$ cat config.mk
export PLATFORM = sky130hd
export DESIGN_NAME = alu8_core
export DESIGN_NICKNAME = d
export VERILOG_FILES = /design/src/rtl/alu8_pkg.sv /design/src/rtl/alu8_adder.sv /design/src/rtl/alu8_shifter.sv /design/src/rtl/alu8_flag_reg.sv /design/src/rtl/alu8_core.sv
export SDC_FILE = /design/constraint.sdc
export NUM_CORES = 1
export LEC_CHECK = 0
export BUFFER_PORTS_ARGS = -buffer_cell sky130_fd_sc_hd__buf_2
export CORE_MARGIN = 4
export CORE_UTILIZATION = 40
export DETAILED_ROUTE_END_ITERATION = 16
export REMOVE_ABC_BUFFERS = 1
export SYNTH_ARGS = -nofsm -noshare
export SYNTH_HDL_FRONTEND = slang
export SYNTH_HIERARCHICAL = 1
export SYNTH_SLANG_ARGS = --single-unit
$ cat constraint.sdc
create_clock -name clk -period 5.98 [get_ports clk]
set_clock_uncertainty 0.1 [all_clocks]
set_input_delay 0.299 -clock clk [delete_from_list [all_inputs] [get_ports clk]]
set_output_delay 0.299 -clock clk [all_outputs]
set_load 0.02 [all_outputs]
$ cat src/rtl/alu8_pkg.sv
package alu8_pkg;

  typedef enum logic [3:0] {
    OP_ADD  = 4'd0,
    OP_SUB  = 4'd1,
    OP_AND  = 4'd2,
    OP_OR   = 4'd3,
    OP_XOR  = 4'd4,
    OP_CMP  = 4'd5,
    OP_BIT  = 4'd6,
    OP_INC  = 4'd7,
    OP_DEC  = 4'd8,
    OP_SHL  = 4'd9,
    OP_SHR  = 4'd10,
    OP_ROL  = 4'd11,
    OP_ROR  = 4'd12,
    OP_PASS = 4'd13,
    OP_RSV0 = 4'd14,
    OP_RSV1 = 4'd15
  } alu_op_e;

  // flag vector bit positions
  localparam int FL_C = 0;
  localparam int FL_Z = 1;
  localparam int FL_N = 2;
  localparam int FL_V = 3;
  localparam int NUM_FLAGS = 4;

  // signed overflow of a two-input add: operands agree in sign, result differs
  function automatic logic add_ovf(input logic a_msb, input logic b_msb, input logic r_msb);
    return (~(a_msb ^ b_msb)) & (a_msb ^ r_msb);
  endfunction

endpackage

$ cat src/rtl/alu8_adder.sv
module alu8_adder #(
  parameter int W = 8
) (
  input  logic [W-1:0] a,
  input  logic [W-1:0] b,
  input  logic         invert,
  input  logic         cin,
  output logic [W-1:0] sum,
  output logic         cout,
  output logic         ovf
);
  import alu8_pkg::*;

  logic [W-1:0] b_eff;
  logic [W:0]   wide;

  assign b_eff = invert ? ~b : b;
  assign wide  = {1'b0, a} + {1'b0, b_eff} + {{W{1'b0}}, cin};
  assign sum   = wide[W-1:0];
  assign cout  = wide[W];
  assign ovf   = add_ovf(a[W-1], b_eff[W-1], wide[W-1]);
endmodule

$ cat src/rtl/alu8_shifter.sv
module alu8_shifter #(
  parameter int W = 8
) (
  input  logic [W-1:0] a,
  input  logic         cin,
  input  logic         right,
  input  logic         rotate,
  output logic [W-1:0] res,
  output logic         cout
);
  logic fill;
  assign fill = rotate ? cin : 1'b0;

  always_comb begin
    if (right) begin
      res  = {fill, a[W-1:1]};
      cout = a[0];
    end else begin
      res  = {a[W-2:0], fill};
      cout = a[W-1];
    end
  end
endmodule

$ cat src/rtl/alu8_flag_reg.sv
module alu8_flag_reg #(
  parameter int NF = 4
) (
  input  logic          clk,
  input  logic          rst_n,
  input  logic          we,
  input  logic [NF-1:0] d,
  output logic [NF-1:0] q
);
  for (genvar i = 0; i < NF; i++) begin : g_bit
    always_ff @(posedge clk or negedge rst_n) begin
      if (!rst_n)  q[i] <= 1'b0;
      else if (we) q[i] <= d[i];
    end
  end
endmodule

$ cat src/rtl/alu8_core.sv
module alu8_core #(
  parameter int W = 8
) (
  input  logic         clk,
  input  logic         rst_n,
  input  logic [3:0]   op_i,
  input  logic [W-1:0] opa_i,
  input  logic [W-1:0] opb_i,
  input  logic         carry_i,
  input  logic         flag_we_i,
  output logic [W-1:0] result_o,
  output logic         result_we_o,
  output logic         nxt_c_o,
  output logic         nxt_z_o,
  output logic         nxt_n_o,
  output logic         nxt_v_o,
  output logic         flag_c_o,
  output logic         flag_z_o,
  output logic         flag_n_o,
  output logic         flag_v_o
);
  import alu8_pkg::*;

  alu_op_e op;
  assign op = alu_op_e'(op_i);

  // adder path (add, subtract, compare)
  logic         add_inv, add_cin, add_cout, add_ovf_w;
  logic [W-1:0] add_sum;
  assign add_inv = (op == OP_SUB) || (op == OP_CMP);
  assign add_cin = (op == OP_CMP) ? 1'b1 : carry_i;

  alu8_adder #(.W(W)) u_add (
    .a(opa_i), .b(opb_i), .invert(add_inv), .cin(add_cin),
    .sum(add_sum), .cout(add_cout), .ovf(add_ovf_w)
  );

  // shifter path
  logic         sh_right, sh_rot, sh_cout;
  logic [W-1:0] sh_res;
  assign sh_right = (op == OP_SHR) || (op == OP_ROR);
  assign sh_rot   = (op == OP_ROL) || (op == OP_ROR);

  alu8_shifter #(.W(W)) u_sh (
    .a(opa_i), .cin(carry_i), .right(sh_right), .rotate(sh_rot),
    .res(sh_res), .cout(sh_cout)
  );

  // held flags
  logic [NUM_FLAGS-1:0] held, upd_mask, upd_val, nxt;

  alu8_flag_reg #(.NF(NUM_FLAGS)) u_flags (
    .clk(clk), .rst_n(rst_n), .we(flag_we_i), .d(nxt), .q(held)
  );

  // result selection and flag definition
  logic [W-1:0] res;
  logic [W-1:0] nz_src;
  logic         wb;

  always_comb begin
    res      = opa_i;
    wb       = 1'b1;
    upd_mask = '0;
    upd_val  = '0;
    nz_src   = opa_i;
    unique case (op)
      OP_ADD, OP_SUB: begin
        res = add_sum; nz_src = add_sum;
        upd_mask = 4'b1111;
        upd_val[FL_C] = add_cout;
        upd_val[FL_V] = add_ovf_w;
      end
      OP_AND:  begin res = opa_i & opb_i; nz_src = res; upd_mask = 4'b0110; end
      OP_OR:   begin res = opa_i | opb_i; nz_src = res; upd_mask = 4'b0110; end
      OP_XOR:  begin res = opa_i ^ opb_i; nz_src = res; upd_mask = 4'b0110; end
      OP_PASS: begin res = opb_i;         nz_src = res; upd_mask = 4'b0110; end
      OP_INC:  begin res = opa_i + 1'b1;  nz_src = res; upd_mask = 4'b0110; end
      OP_DEC:  begin res = opa_i - 1'b1;  nz_src = res; upd_mask = 4'b0110; end
      OP_CMP: begin
        wb = 1'b0; nz_src = add_sum;
        upd_mask = 4'b0111;
        upd_val[FL_C] = add_cout;
      end
      OP_BIT: begin
        wb = 1'b0;
        upd_mask = 4'b1110;
        nz_src = opa_i & opb_i;
      end
      OP_SHL, OP_SHR, OP_ROL, OP_ROR: begin
        res = sh_res; nz_src = sh_res;
        upd_mask = 4'b0111;
        upd_val[FL_C] = sh_cout;
      end
      default: wb = 1'b0;
    endcase
    upd_val[FL_Z] = (nz_src == '0);
    if (op == OP_BIT) begin
      upd_val[FL_N] = opb_i[W-1];
      upd_val[FL_V] = opb_i[W-2];
    end else begin
      upd_val[FL_N] = nz_src[W-1];
    end
  end

  for (genvar i = 0; i < NUM_FLAGS; i++) begin : g_merge
    assign nxt[i] = upd_mask[i] ? upd_val[i] : held[i];
  end

  assign result_o    = res;
  assign result_we_o = wb;
  assign nxt_c_o  = nxt[FL_C];
  assign nxt_z_o  = nxt[FL_Z];
  assign nxt_n_o  = nxt[FL_N];
  assign nxt_v_o  = nxt[FL_V];
  assign flag_c_o = held[FL_C];
  assign flag_z_o = held[FL_Z];
  assign flag_n_o = held[FL_N];
  assign flag_v_o = held[FL_V];
endmodule

==> results.md <==
* complete, no violations — run status
* 4 — total of flip-flops plus latches after synthesis
* 41 — number of top-level design ports
* 4 — flip-flop count of the largest register, all copies and words added
* 78 — number of distinct library cells after synthesis
* 20.15% — overall routing resource usage
* 2406 — vias in the first global route
* 31.36% — met2 routing resource usage after global routing
* 43.83% — relative slew slack
* 28.69% — met1 Use GR
* 259 — drt initial violations
* 1118 ps — worst slack at placement
* 602 — Fill cells
* 4510 ps — critical path arrival
* 1.825% — met3 usage in global routing
* 0 — Final ANT Viol Nets
* 5905 µm — detailed-placement wirelength estimate
* input pin to output port — crit path kind
* sky130_fd_sc_hd__clkbuf_8 — root cell of the clock tree
* 0 ps — post-route setup TNS
* 40 x sky130_fd_sc_hd__buf_2, 31 x sky130_fd_sc_hd__a21oi_1, 29 x sky130_fd_sc_hd__inv_1 — top library cells by usage in the layout, fill and taps aside
* 2547 — number of vias in the routed layout
* 0 — final global-route overflow total
* buf_2, nand2b_1, nor2_1, xnor2_1, fa_1, fa_1, nor2b_1, o31a_1, o31a_1, a31oi_1, nor4_1, nand2_1, a21boi_0, o2111a_1, nand4b_1, o32ai_2, buf_2 — critical-path cell list
* output port — element type at the critical path end
* 0 — Max Cap Violations
* 0 — number of gates resized after CTS
* 4.162% — part of the Yosys area used for sequential elements
* 144.1 mW/mm² — power per standard cell area
* 0.9470 — gp weighted congestion
* 0.002405 mm² — Post-Synthesis Cell Area
* 74.1% — share of total power in combinational logic
* 185.2 µW — net switching component of the power
* 0.1523 mV — worst ir drop on vdd
* 819.1 ps — Worst Max-Slew Pin Slew
* 372.9 µW — total power
* 30 ps — Clock Pin Slew Worst Setup and Hold Paths
* u_flags/q — register with the highest flop count
* 393 — nets@finish
* 7.596% — area growth from synthesis to layout
* 0 — # setup viols final
* 0 — total DRC errors in the routed layout
* 4 — clk sinks
* 187.6 µW — total internal power
* 34 — maximum number of pins on one net before global-route repair
* 0 — Final Slew Violations
* 40 — quantity of I/O buffers inserted on ports
* input pin — CP startpoint kind
* 1 — maximum level of the CTS H-tree
* sky130_fd_sc_hd__buf_2 — commonest non-fill, non-tap cell in the layout
* 23.53% — fraction of final layout cells with drive strength greater than 1
* 6.182 — via count normalized by instance count
* u_flags/q: 4 flops — Regs by FF count
* 6 — Syn. warnings
* simple AND/OR/NAND/NOR gates — Worst path top cell family by delay
* 3 — number of clock buffers inserted by TritonCTS
* met2 — Most Used Layer, Global Route
* 12110 µm — global-route wire length before repair
* 0 — number of hold-slack violations in the final timing report
* 210 ps — clock network latency to the later pin of the worst-skew pair
* 2 — Max Buffers Root-to-Sink
* 45.59% — final core utilization
* 0 — number of synthesized flops with an enable pin
* 0 — initial antenna violation count
* 27 — number of standard-cell rows in the floorplan
* 7.610 µm² — mean post-synth cell area
* 630 ps — delay of the slowest critical-path stage
* 1 — hold_buf cts
* built — CTS tree
* 85.54 µm — Die Ht
* 0.007316 mm² — overall die area
* 28 — Crit Path Max Fanout
* 316 — instance count of the mapped netlist
* sky130_fd_sc_hd__dfrtp_1 — Post-synth top flop
* 4906 ps — Period minus WS final
* 7690 µm — final wirelength
* 85.54 µm — die width
* 5580 ps — required time worst endpoint
* sky130_fd_sc_hd__nor2_1 — master of the slowest instance on the critical path
* input pin to flop — worst min path class
* 100.0% — async set-or-reset flop fraction in the synthesized netlist
* 1074 ps — PnR worst setup slack
* 49.68% — Sw Share
* 82.04% — ratio of final minimum period to clock period
* no — unrepaired setup endpoints after global routing
* 0.005675 mm² — area of the core region
* 42.37% — starting density of the core
* 15.2% — Clock Power Share
* 0.001189 µW — standby leakage power
* 18.67 µm — mean routed wirelength per cell
* 0 — number of antenna repair diodes
* 203.8 MHz — achievable frequency
* 2 — count of buffer and inverter cells on the critical path
* 10.7% — fraction of power consumed by sequential logic
* 6 — length of the first detailed-routing pass in iterations
* 0 — setup repair bufs after CTS
worst paths after layout:
check / start / to / depth (start not counted) / slack (ps)
max in group asynchronous: rst_n / u_flags/q[2] / 2 / 5340
setup / recovery: op_i[3] / nxt_z_o / 17 / 1070
hold reg to reg: u_flags/q[0] / u_flags/q[0] / 1 / 440
setup reg to reg: u_flags/q[0] / u_flags/q[0] / 3 / 4670
hold / removal: flag_we_i / u_flags/q[0] / 2 / 290
min in group asynchronous: rst_n / u_flags/q[0] / 2 / 310
worst register-to-register path: cells and delay by family, from the launching register on:
family	cells	cell delay (ps)
AO/OA/AOI/OAI	1	310
multiplexers	1	260
AND/OR/NAND/NOR	1	140
flip-flops	1	380
power groups by stage:
stage | logic (µW) | registers, µW | clock network [µW]
floorplan | 174 | 48.2 | 0
global placement | 271 | 40.1 | 0
detailed placement | 272 | 40.0 | 0
CTS | 274 | 39.8 | 58.0
global route | 298 | 40.8 | 60.8
finish | 276 | 40.0 | 56.6
metal layers:
metal / share of wire (%) / vias up
met1: 46 / 1182
met4: 2.8 / 0
li1: - / 1217
met5: 0 / -
met3: 8.0 / 21
met2: 43 / 127
final cells by class:
cell class / count / area (µm²) / share of cell area, %
flip-flops and latches: 4 / 100.1 / 3.868
multi-input cells: 262 / 2033 / 78.58
inverters: 30 / 112.6 / 4.352
clock buffers: 3 / 41.29 / 1.596
repair buffers: 41 / 210.2 / 8.124
well taps: 72 / 90.09 / 3.482
stage by stage:
step	hold WS, ps	cell area [µm²]	cells
after detailed placement	12.15	2536	408
after CTS	288.7	2587	412
after global placement	8.589	2536	408
after global routing	301.0	2587	412
final	293.2	2587	412
after floorplan	-96.59	2246	296
synth_stat cells, drive strengths merged, types with 2 or more instances:
library cell   n  area share [%]
a221o          2            0.83
nand2         19             3.0
o21a           3            0.99
buf           14             5.6
nand4b         2            0.99
dfrtp          4             4.2
a22oi          3             1.5
o32ai          2             1.0
ha            25              13
nand3b         2            0.62
a32o           2            0.83
xnor2         11             4.0
nor3           6             1.2
nand3          8             1.7
nor4           3             1.4
or3            3            0.78
a221oi         2            0.99
clkbuf         6            0.99
mux2i          4             1.7
a21o           2            0.62
or4b           2            0.83
or4            4             1.6
fa             2             1.7
o211ai         2            0.62
a21oi         31             6.5
or2            2            0.52
nor3b          2            0.62
a21boi         2            0.62
o21ai          9             1.9
o32a           4             1.7
o31a           4             1.5
nand2b         8             2.1
and4           2            0.83
nor2b          3            0.78
a31oi          4             1.0
o22a           2            0.73
and3           6             1.7
xor2           8             2.9
o22ai          6             2.1
o221ai         3             1.1
a31o           2            0.73
inv           29             4.5
o31ai          2            0.62
mux2          12             6.7
nor2          25             4.0
kinds of logic after synthesis:
logic type      count (synthesis)  synth area share [%]
mux                            16                 8.377
compound gates                 97                 30.13
fa+ha+maj                      27                 14.67
flops                           4                 4.162
simple gates                  103                 24.45
buf+inv                        50                 11.29
xor+xnor                       19                 6.920
(Power assumes the default switching activity.)
